[src/rtl/arith_pkg.sv]
package arith_pkg;

  localparam int XLEN   = 32;
  localparam int REG_AW = 5;
  localparam int IMM_W  = 16;
  localparam int OPC_W  = 6;

  localparam logic [OPC_W-1:0] OPC_REG   = 6'h00;
  localparam logic [OPC_W-1:0] OPC_ADDI  = 6'h08;
  localparam logic [OPC_W-1:0] OPC_ADDIU = 6'h09;
  localparam logic [OPC_W-1:0] OPC_SLTI  = 6'h0A;
  localparam logic [OPC_W-1:0] OPC_SLTIU = 6'h0B;

  localparam logic [5:0] FN_ADD  = 6'h20;
  localparam logic [5:0] FN_ADDU = 6'h21;
  localparam logic [5:0] FN_SUB  = 6'h22;
  localparam logic [5:0] FN_SUBU = 6'h23;
  localparam logic [5:0] FN_SLT  = 6'h2A;
  localparam logic [5:0] FN_SLTU = 6'h2B;

  typedef enum logic [2:0] {
    ALU_NONE,
    ALU_ADD,
    ALU_SUB,
    ALU_SLT,
    ALU_SLTU
  } alu_op_e;

  typedef struct packed {
    logic              legal;
    alu_op_e           op;
    logic              trap;
    logic              use_imm;
    logic              zext;
    logic [REG_AW-1:0] dst;
  } dec_t;

  function automatic logic [XLEN-1:0] extend_imm(input logic [IMM_W-1:0] imm,
                                                 input logic zext);
    logic fill;
    fill = zext ? 1'b0 : imm[IMM_W-1];
    return {{(XLEN-IMM_W){fill}}, imm};
  endfunction

  // Same operand signs and a result sign that differs from them.
  function automatic logic add_overflows(input logic [XLEN-1:0] a,
                                         input logic [XLEN-1:0] b,
                                         input logic [XLEN-1:0] s);
    return (a[XLEN-1] == b[XLEN-1]) && (s[XLEN-1] != a[XLEN-1]);
  endfunction

  // Operand signs differ and the result sign differs from the minuend.
  function automatic logic sub_overflows(input logic [XLEN-1:0] a,
                                         input logic [XLEN-1:0] b,
                                         input logic [XLEN-1:0] d);
    return (a[XLEN-1] != b[XLEN-1]) && (d[XLEN-1] != a[XLEN-1]);
  endfunction

  function automatic logic less_signed(input logic [XLEN-1:0] a,
                                       input logic [XLEN-1:0] b);
    return $signed(a) < $signed(b);
  endfunction

endpackage

[src/rtl/arith_decode.sv]
module arith_decode
  import arith_pkg::*;
#(
  parameter bit ZEXT_UNSIGNED_IMM = 1'b0
) (
  input  logic [XLEN-1:0] instr,
  output dec_t            dec
);

  logic [OPC_W-1:0]  opcode;
  logic [5:0]        funct;
  logic [REG_AW-1:0] rt_f;
  logic [REG_AW-1:0] rd_f;
  logic              unused_shamt;

  assign opcode       = instr[31:26];
  assign funct        = instr[5:0];
  assign rt_f         = instr[20:16];
  assign rd_f         = instr[15:11];
  assign unused_shamt = ^instr[10:6];

  always_comb begin
    dec         = '0;
    dec.op      = ALU_NONE;
    unique case (opcode)
      OPC_REG: begin
        dec.dst = rd_f;
        unique case (funct)
          FN_ADD:  begin dec.legal = 1'b1; dec.op = ALU_ADD;  dec.trap = 1'b1; end
          FN_ADDU: begin dec.legal = 1'b1; dec.op = ALU_ADD;                   end
          FN_SUB:  begin dec.legal = 1'b1; dec.op = ALU_SUB;  dec.trap = 1'b1; end
          FN_SUBU: begin dec.legal = 1'b1; dec.op = ALU_SUB;                   end
          FN_SLT:  begin dec.legal = 1'b1; dec.op = ALU_SLT;                   end
          FN_SLTU: begin dec.legal = 1'b1; dec.op = ALU_SLTU;                  end
          default: dec.legal = 1'b0;
        endcase
      end
      OPC_ADDI: begin
        dec.legal = 1'b1; dec.op = ALU_ADD; dec.trap = 1'b1;
        dec.use_imm = 1'b1; dec.dst = rt_f;
      end
      OPC_ADDIU: begin
        dec.legal = 1'b1; dec.op = ALU_ADD; dec.use_imm = 1'b1;
        dec.zext = ZEXT_UNSIGNED_IMM; dec.dst = rt_f;
      end
      OPC_SLTI: begin
        dec.legal = 1'b1; dec.op = ALU_SLT; dec.use_imm = 1'b1; dec.dst = rt_f;
      end
      OPC_SLTIU: begin
        dec.legal = 1'b1; dec.op = ALU_SLTU; dec.use_imm = 1'b1;
        dec.zext = ZEXT_UNSIGNED_IMM; dec.dst = rt_f;
      end
      default: dec.legal = 1'b0;
    endcase
    if (!dec.legal) begin
      dec = '0;
      dec.op = ALU_NONE;
    end
  end

endmodule

[src/rtl/arith_regfile.sv]
module arith_regfile
  import arith_pkg::*;
#(
  parameter int NUM_REGS = 32,
  localparam int AW      = $clog2(NUM_REGS)
) (
  input  logic            clk,
  input  logic            we,
  input  logic [AW-1:0]   waddr,
  input  logic [XLEN-1:0] wdata,
  input  logic [AW-1:0]   raddr_a,
  output logic [XLEN-1:0] rdata_a,
  input  logic [AW-1:0]   raddr_b,
  output logic [XLEN-1:0] rdata_b
);

  logic [NUM_REGS-1:0][XLEN-1:0] bank;

  for (genvar g = 0; g < NUM_REGS; g++) begin : g_cell
    if (g == 0) begin : g_zero
      assign bank[g] = '0;
    end else begin : g_store
      logic [XLEN-1:0] q;
      always_ff @(posedge clk) begin
        if (we && (waddr == AW'(g))) q <= wdata;
      end
      assign bank[g] = q;
    end
  end

  assign rdata_a = bank[raddr_a];
  assign rdata_b = bank[raddr_b];

endmodule

[src/rtl/arith_alu.sv]
module arith_alu
  import arith_pkg::*;
(
  input  alu_op_e         op,
  input  logic            trap,
  input  logic [XLEN-1:0] a,
  input  logic [XLEN-1:0] b,
  output logic [XLEN-1:0] result,
  output logic            ovf
);

  logic [XLEN-1:0] sum;
  logic [XLEN-1:0] diff;

  assign sum  = a + b;
  assign diff = a - b;

  always_comb begin
    result = '0;
    ovf    = 1'b0;
    unique case (op)
      ALU_ADD: begin
        result = sum;
        ovf    = trap && add_overflows(a, b, sum);
      end
      ALU_SUB: begin
        result = diff;
        ovf    = trap && sub_overflows(a, b, diff);
      end
      ALU_SLT:  result = XLEN'(less_signed(a, b));
      ALU_SLTU: result = XLEN'(a < b);
      default:  result = '0;
    endcase
  end

endmodule

[src/rtl/arith_core.sv]
module arith_core
  import arith_pkg::*;
#(
  parameter logic [XLEN-1:0] RESET_PC          = '0,
  parameter int              PC_STEP           = 4,
  parameter bit              ZEXT_UNSIGNED_IMM = 1'b0
) (
  input  logic              clk,
  input  logic              rst,
  output logic [XLEN-1:0]   imem_addr,
  input  logic [XLEN-1:0]   imem_data,
  output logic              wb_en,
  output logic [REG_AW-1:0] wb_addr,
  output logic [XLEN-1:0]   wb_data,
  output logic              ovf_flag
);

  localparam int NUM_REGS = 1 << REG_AW;

  logic [XLEN-1:0]   pc_q;
  logic [XLEN-1:0]   pc_next;
  dec_t              dec;
  logic [REG_AW-1:0] rs_idx;
  logic [REG_AW-1:0] rt_idx;
  logic [XLEN-1:0]   rs_val;
  logic [XLEN-1:0]   rt_val;
  logic [XLEN-1:0]   imm_ext;
  logic [XLEN-1:0]   opnd_b;
  logic [XLEN-1:0]   alu_res;
  logic              alu_ovf;
  // Named events for the checker.
  logic              dec_legal;
  logic              wrap_arith;
  logic              cmp_op;

  assign pc_next = pc_q + XLEN'(PC_STEP);

  always_ff @(posedge clk) begin
    if (rst) pc_q <= RESET_PC;
    else     pc_q <= pc_next;
  end

  assign imem_addr = pc_q;
  assign rs_idx    = imem_data[25:21];
  assign rt_idx    = imem_data[20:16];

  arith_decode #(.ZEXT_UNSIGNED_IMM(ZEXT_UNSIGNED_IMM)) u_dec (
    .instr (imem_data),
    .dec   (dec)
  );

  arith_regfile #(.NUM_REGS(NUM_REGS)) u_rf (
    .clk     (clk),
    .we      (wb_en),
    .waddr   (wb_addr),
    .wdata   (wb_data),
    .raddr_a (rs_idx),
    .rdata_a (rs_val),
    .raddr_b (rt_idx),
    .rdata_b (rt_val)
  );

  assign imm_ext = extend_imm(imem_data[IMM_W-1:0], dec.zext);
  assign opnd_b  = dec.use_imm ? imm_ext : rt_val;

  arith_alu u_alu (
    .op     (dec.op),
    .trap   (dec.trap),
    .a      (rs_val),
    .b      (opnd_b),
    .result (alu_res),
    .ovf    (alu_ovf)
  );

  assign ovf_flag = alu_ovf;
  assign wb_en    = dec.legal && !alu_ovf;
  assign wb_addr  = dec.dst;
  assign wb_data  = alu_res;

  assign dec_legal  = dec.legal;
  assign wrap_arith = dec.legal && !dec.trap && (dec.op inside {ALU_ADD, ALU_SUB});
  assign cmp_op     = dec.op inside {ALU_SLT, ALU_SLTU};

endmodule

[config.mk]
export PLATFORM = sky130hd
export DESIGN_NAME = arith_core
export DESIGN_NICKNAME = d
export VERILOG_FILES = /design/src/rtl/arith_pkg.sv /design/src/rtl/arith_decode.sv /design/src/rtl/arith_regfile.sv /design/src/rtl/arith_alu.sv /design/src/rtl/arith_core.sv
export SDC_FILE = /design/constraint.sdc
export NUM_CORES = 2
export LEC_CHECK = 0
export BUFFER_PORTS_ARGS = -buffer_cell sky130_fd_sc_hd__buf_2
export CAP_MARGIN = 30
export CORE_MARGIN = 2
export CORE_UTILIZATION = 60
export CTS_BUF_LIST = sky130_fd_sc_hd__clkbuf_8
export DETAILED_ROUTE_END_ITERATION = 12
export PLACE_DENSITY = 0.77
export SKIP_LAST_GASP = 1
export SLEW_MARGIN = 20
export SYNTH_ARGS = -nofsm -noshare
export SYNTH_HDL_FRONTEND = slang
export SYNTH_HIERARCHICAL = 1
export SYNTH_SLANG_ARGS = --single-unit
[constraint.sdc]
create_clock -name clk -period 24.1 [get_ports clk]
set_input_delay 4.82 -clock clk [delete_from_list [all_inputs] [get_ports clk]]
set_output_delay 4.82 -clock clk [all_outputs]
set_load 0.03 [all_outputs]
Word level (Yosys, flattened, before mapping)
Index checks and enable logic that the tools add are counted.
Widths: inputs -> output; s select.
- latch bits: 0
- register bits: 1024
- input port bits: 34
- memories: 0
- ROM bits: 0
- bits in writable memories: 0
- word-level logic and storage cells: 149
- add/subtract/negate cells: 3
- shift operators: 0
- reductions and logical operators: 44
- muxes and demuxes: 17
- bitwise operators: 0
- divide/modulo/power cells: 0
- multipliers: 0
- order comparisons: 4
- equality and inequality tests: 49
- operator list (operator ; number):
    $bmux 32 s5 ; 2
    $pmux 32 s4 ; 1
    $mux 32 ; 3
    $eq 5x5->1 const B ; 16
    $lt 32x32->1 ; 2
    $eq 5x4->1 const B ; 8
    $eq 6x6->1 const B ; 6
    $logic_and 1x1->1 ; 36
    $add 32x3->32 const B ; 1
    $add 32x32->32 ; 1
    $sub 32x32->32 ; 1
    $eq 6x4->1 const B ; 4
    $pmux 3 s4 ; 2
    $eq 5x3->1 const B ; 4
    $lt 5x6->1 const B ; 2
    $mux 12 ; 1
    $eq 5x2->1 const B ; 2
    $pmux 5 s2 ; 1
    $reduce_or 2->1 ; 4
    $eq 3x2->1 const B ; 2
    $logic_not 6->1 ; 1
    $pmux 1 s2 ; 3
    $reduce_or 6->1 ; 1
    $eq 5x1->1 const B ; 1
    other kinds (7) ; 12

Longest topological paths before layout
- depth in word-level cells: 15
- mapped depth: 28

Cells and area by module
Netlist, hierarchy kept.
- modules (own cells, without submodules) (module ; sequential area each (um^2) ; area each (um^2) ; instances ; cells each):
    arith_regfile ; 29788.6 ; 46176.8 ; 1 ; 2456
    arith_alu ; 0.0 ; 3749.8 ; 1 ; 572
    arith_core ; 600.6 ; 1744.2 ; 1 ; 218
    arith_decode ; 0.0 ; 212.7 ; 1 ; 30

Worst setup path before layout
Ideal clock, no wire load.
- kind: input to output
- start point: input imem_data[18]
- end point: output wb_data[30]
- setup slack: 8979 ps
- data required time: 19280 ps
- stages: 20
- arrival time: 10301 ps
- cell sequence: clkbuf_1 -> buf_2 -> clkbuf_1 -> mux4_2 -> a22o_1 -> o21ai_1 -> o31ai_1 -> mux2_2 -> ha_1 -> inv_1 -> fa_1 -> o21ba_1 -> or4_1 -> nand4bb_1 -> a2111o_1 -> a311o_2 -> a311oi_4 -> o221ai_1 -> o221a_1 -> a31oi_1
- word-level cells in the longest chain between the ends: 5
- ends and longest elaborated chain (element ; RTL line ; source):
    from (decl) ; arith_core.sv:11 ; input logic [XLEN-1:0] imem_data,
    $bmux 32 s5 (*) ; arith_regfile.sv:32 ; assign rdata_b = bank[raddr_b];
    $mux 32 (not written as such) (*) ; arith_regfile.sv:32 ;
    named net rt_val[0] ; arith_core.sv:26 ; logic [XLEN-1:0] rt_val;
    $mux 32 (*) ; arith_core.sv:64 ; assign opnd_b = dec.use_imm ? imm_ext : rt_val;
    named net opnd_b[0] ; arith_core.sv:28 ; logic [XLEN-1:0] opnd_b;
    $sub 32x32->32 / $add 32x32->32 (equally long branches) ; arith_alu.sv:16, arith_alu.sv:15 ;
    $pmux 32 s4 (*) ; arith_alu.sv:21 ; unique case (op)
    to (decl) ; arith_core.sv:14 ; output logic [XLEN-1:0] wb_data,
The timed path passes the listed nets; every way through them passes the cells marked *. The select of a mux whose other input is x is not followed.

Worst setup path in the final report
- start point: input imem_data[16]
- end point: output wb_en
- word-level cells in the longest chain between the ends: 10
- ends and longest elaborated chain (element ; RTL line ; source):
    $bmux 32 s5 (*) ; arith_regfile.sv:32 ;
    $mux 32 (not written as such) (*) ; arith_regfile.sv:32 ;
    named net rt_val[10] ; arith_core.sv:26 ;
    $mux 32 (*) ; arith_core.sv:64 ;
    named net opnd_b[10] ; arith_core.sv:28 ;
    $sub 32x32->32 / $add 32x32->32 (equally long branches) ; arith_alu.sv:16, arith_alu.sv:15 ;
    $ne 1x1->1, on equally long branches ; arith_pkg.sv:56, arith_pkg.sv:49 ;
    $logic_and 1x1->1, on equally long branches ; arith_pkg.sv:56, arith_pkg.sv:49 ;
    $logic_and 1x1->1, on equally long branches ; arith_alu.sv:28, arith_alu.sv:24 ;
    $pmux 1 s2 (*) ; arith_alu.sv:21 ;
    $logic_not 1->1 (*) ; arith_core.sv:76 ; assign wb_en = dec.legal && !alu_ovf;
    $logic_and 1x1->1 (*) ; arith_core.sv:76 ;
    to (decl) ; arith_core.sv:12 ; output logic wb_en,
Marked as above.

==> impl_results.md <==
- VDD IR max: 51.0 uV
- CTS tree: built
- Total core area: about 85,000 um^2
- Cell Count, Final, Fillers Out: around 4,700
- Final Hold Fails: 0
- CTS Sinks: between 1,000 and 1,500
- R2r setup slk: about 16 ns
- Routability cong.: ~0.95
- Clock buffer depth: 3
- IO Pins: around 110
- Distinct cells, synth: a little over 90
- EDFF count, synth: a little under 1,000
- Share of the synthesized area in the top cell type: a little under three fifths
- Crit path DAT: ~12 ns
- Yosys warns: 6
- Pwr Density: 72.1 nW/um^2
- Iteration-0 DRC count of the detailed router: a little over 5,000
- Die width: 298 um
- Ys flop type: edfxtp_1
- Vias in the first global route: roughly 35,000
- Hold Path Depth: 2
- TritonCTS Buffers: roughly 160
- Ys async rst share: 0%
- R2r worst-path depth: 21
- Clock root cell: clkbuf_8
- RSZ-0062 raised after global routing: no
- # hold bufs at CTS: 0
- Final setup vio count: 0
- Worst Path Required: a little under 20 ns
- R2r endpoint: u_rf/g_cell[14].g_store.q[26]
- Drt total wl: 160,000 um
- Area leader, netlist: edfxtp_1
- CP most frequent cell: a211oi_1
- Crit Path Class: input port to primary output
- CP max-delay cell: o311ai_1
- Largest cells by area after synthesis: edfxtp_1, mux4_2, a22o_1
- Skew final: around 0.039 ns
- Hold Slack: 0.509 ns
- Die height: 298 um
- Leak Pwr: a little under 0.02 uW
- Crit path capture type: primary output
- Avg WL per Cell: roughly 34 um
- CP Max Fanout: 71
- Initial core utilization: between 60% and 70%
- Slew at the pin closest to its max-slew limit: 1.04 ns
- Final Max Slew Viols: 0
- 1st-pass router iterations: 6
- Fin crit period: 16.94 ns
- First-pass GRT wire length: between 200,000 and 250,000 um
- Largest net degree at the start of global routing: ~120
- Worst path max stage delay: slightly below 0.8 ns
- Initial antenna violation count: 5
- Fmax: 59.0 MHz
- Worst R2R Start: u_rf/g_cell[29].g_store.q[9]
- # rows: roughly 110
- Worst skew pair latency: approximately 0.85 ns
- #FFs+latches synth: ~1,000
- Area Growth Syn to Fin: 9.78%
- Worst Min Path Start: imem_addr[30]
- Drt drc: 0
- Post-Place Worst Slack: between 7 and 8 ns
- Via density per instance: between 7 and 8
- Die Area: 88,800 um^2
- Layout cells sized above 1: 28.5%
- Post-Syn Area: around 52,000 um^2
- Crit path launch type: input port
- Fin Setup TNS: 0 ns
- Cts repair resizes: 0
- Fin nets: between 3,000 and 4,000
- Vias: approximately 35,000
- Final ANT Viol Nets: 0
- Mean area per synthesized cell: 15.8 um^2
- Gr ovfl total: 0
- Worst Hold End: imem_addr[30]
- Clk slew on worst S/H paths: 0.06 ns
- # fillers: around 5,700
- Gate Count Post-Synth: roughly 3,300
- Max transition margin: roughly 30%
- Final Util: between 60% and 70%
- Min-delay worst type: register to register
- Setup ws final: 7.16 ns
- GRT Util Overall: between 30% and 40%
- Post-DP HPWL: slightly above 90,000 um
- Seq/Total Area, Yosys: between 50% and 60%
- Status: finished clean
- Post-CTS Repair Setup Buffers: 0
- Placed insts: roughly 4,400
- Max Cap Violations: 0
- Htree depth: 4
- Cells along the critical path: buf_8 -> buf_4 -> buf_16 -> mux4_2 -> a22o_1 -> o21ai_1 -> o31ai_1 -> mux2_2 -> inv_1 -> ha_1 -> or3_1 -> a211oi_1 -> o31a_1 -> a211oi_1 -> o311ai_1 -> a31oi_1 -> o21bai_1 -> a2bb2oi_1 -> o21ai_0 -> nor2b_1 -> buf_2
- Port Buffers: between 100 and 150
- Final Cycle Share: about 70%
-- placed cells by master, fill, tap and decap left out, types with 7 or more instances in the layout --
cell type / Yosys / final
nor3_2: 1 / 7
o21bai_1: 10 / 10
ha_1: 64 / 64
xnor2_1: 9 / 9
clkinv_1: 1 / 33
a211oi_1: 76 / 76
o31ai_1: 82 / 82
or4_1: 16 / 16
or2_2: 10 / 10
dfxtp_1: 30 / 30
o22ai_1: 72 / 70
nand2b_1: 16 / 14
buf_4: 29 / 109
and3_1: 37 / 36
nor2_1: 98 / 77
buf_2: 50 / 98
o22a_1: 10 / 10
nand4_1: 7 / 7
a21oi_2: 0 / 23
clkbuf_8: 0 / 165
nor2_4: 0 / 21
nor2b_1: 21 / 14
mux2_2: 84 / 84
a22o_1: 197 / 197
a221oi_1: 17 / 17
mux2i_1: 161 / 161
o21ai_0: 41 / 41
nor4_1: 13 / 11
a21o_1: 14 / 14
a31oi_1: 8 / 7
inv_1: 88 / 138
nand2_1: 109 / 109
nor3_1: 22 / 14
o21ai_1: 64 / 64
and2_1: 35 / 33
clkinv_2: 0 / 26
mux4_2: 384 / 384
nand3_1: 22 / 22
a21oi_1: 91 / 68
edfxtp_1: 992 / 992
-- metrics by stage --
stage | power, uW | cell area, um^2
after global routing | 4230 | 56900
final | 4110 | 57000
after CTS | 4100 | 56900
after floorplan | 2500 | 51900
after global placement | 2690 | 53800
after detailed placement | 2710 | 53800
-- area by class of cell --
type                            count  area (um^2)  share of cell area [%]
Tap cell                         1144         1430                    2.51
Multi-Input combinational cell   1895        20300                    35.6
Clock inverter                    132          795                    1.39
Antenna cell                        4         10.0                  0.0176
Inverter                           90          338                   0.593
Sequential cell                  1022        30400                    53.4
Timing Repair Buffer              216         1470                    2.59
Clock buffer                      164         2260                    3.96
-- how the worst max path moves through the flow --
stage | from | end | slack [ns]
2_1_floorplan | imem_data[18] | wb_data[30] | 8.98
3_3_place_gp | imem_data[16] | wb_data[26] | 7.32
3_5_place_dp | imem_data[16] | wb_data[26] | 7.23
4_1_cts | imem_data[16] | wb_data[26] | 7.22
5_1_grt | imem_data[16] | wb_en | 6.82
6_report | imem_data[16] | wb_en | 7.16
-- synthesized netlist by cell type (13+ instances only) --
master,n
nor4_1,13
a221oi_1,17
edfxtp_1,992
a21oi_1,91
mux4_2,384
buf_6,18
or4_1,16
a211oi_1,76
buf_2,50
dfxtp_1,30
o22ai_1,72
a21o_1,14
ha_1,64
mux2i_1,161
nor2b_1,21
clkbuf_1,160
nor3_1,22
and3_1,37
nor2_1,98
nand2_1,109
buf_1,13
nand3_1,22
inv_1,88
and2_1,35
o21ai_0,41
a22o_1,197
nand2b_1,16
mux2_2,84
o31ai_1,82
buf_4,29
o21ai_1,64
-- logic make-up after synthesis --
| family | Yosys count | share of synthesized area, % |
|---|---|---|
| adders and majority gates | 66 | 1.62 |
| xor gates and xnor gates | 11 | 0.186 |
| DFF | 1022 | 58.6 |
| muxes | 629 | 21.6 |
| other | 2 | 0.0145 |
| AOI/OAI and AO/OA | 744 | 10.4 |
| and+or+nand+nor | 442 | 4.42 |
| buffers and inverters | 360 | 3.20 |
-- registers in the layout (all words and copies together), names as in the netlist --
register / count
imem_addr: 30
u_rf/g_cell.g_store.q: 992
-- power by group --
part	internal [uW]	total (uW)	leakage, uW	switching [uW]
clock	708	1410	0.00175	706
combinational	206	651	0.00841	445
sequential	2040	2040	0.00933	0.753
total	2960	4110	0.0195	1150
-- metal layers --
layer / share of wire [%] / vias to the layer above / wire [um] / GRT usage (%)
li1: - / 13838 / - / -
met1: 35 / 17744 / 55500 / 47.4
met2: 45 / 2910 / 71600 / 54.0
met3: 15 / 602 / 23900 / 11.8
met4: 5.5 / 4 / 8730 / 18.3
met5: 0.013 / - / 21 / 0
-- worst max-delay path, delay by kind of cell --
family / cells / cell delay, ns
AOI/OAI and AO/OA: 11 / 3.26
and+or+nand+nor: 2 / 0.89
adders and majority gates: 1 / 0.34
buffers and inverters: 5 / 1.73
muxes: 2 / 0.87
Note: power is estimated with default switching activity, not from simulation.
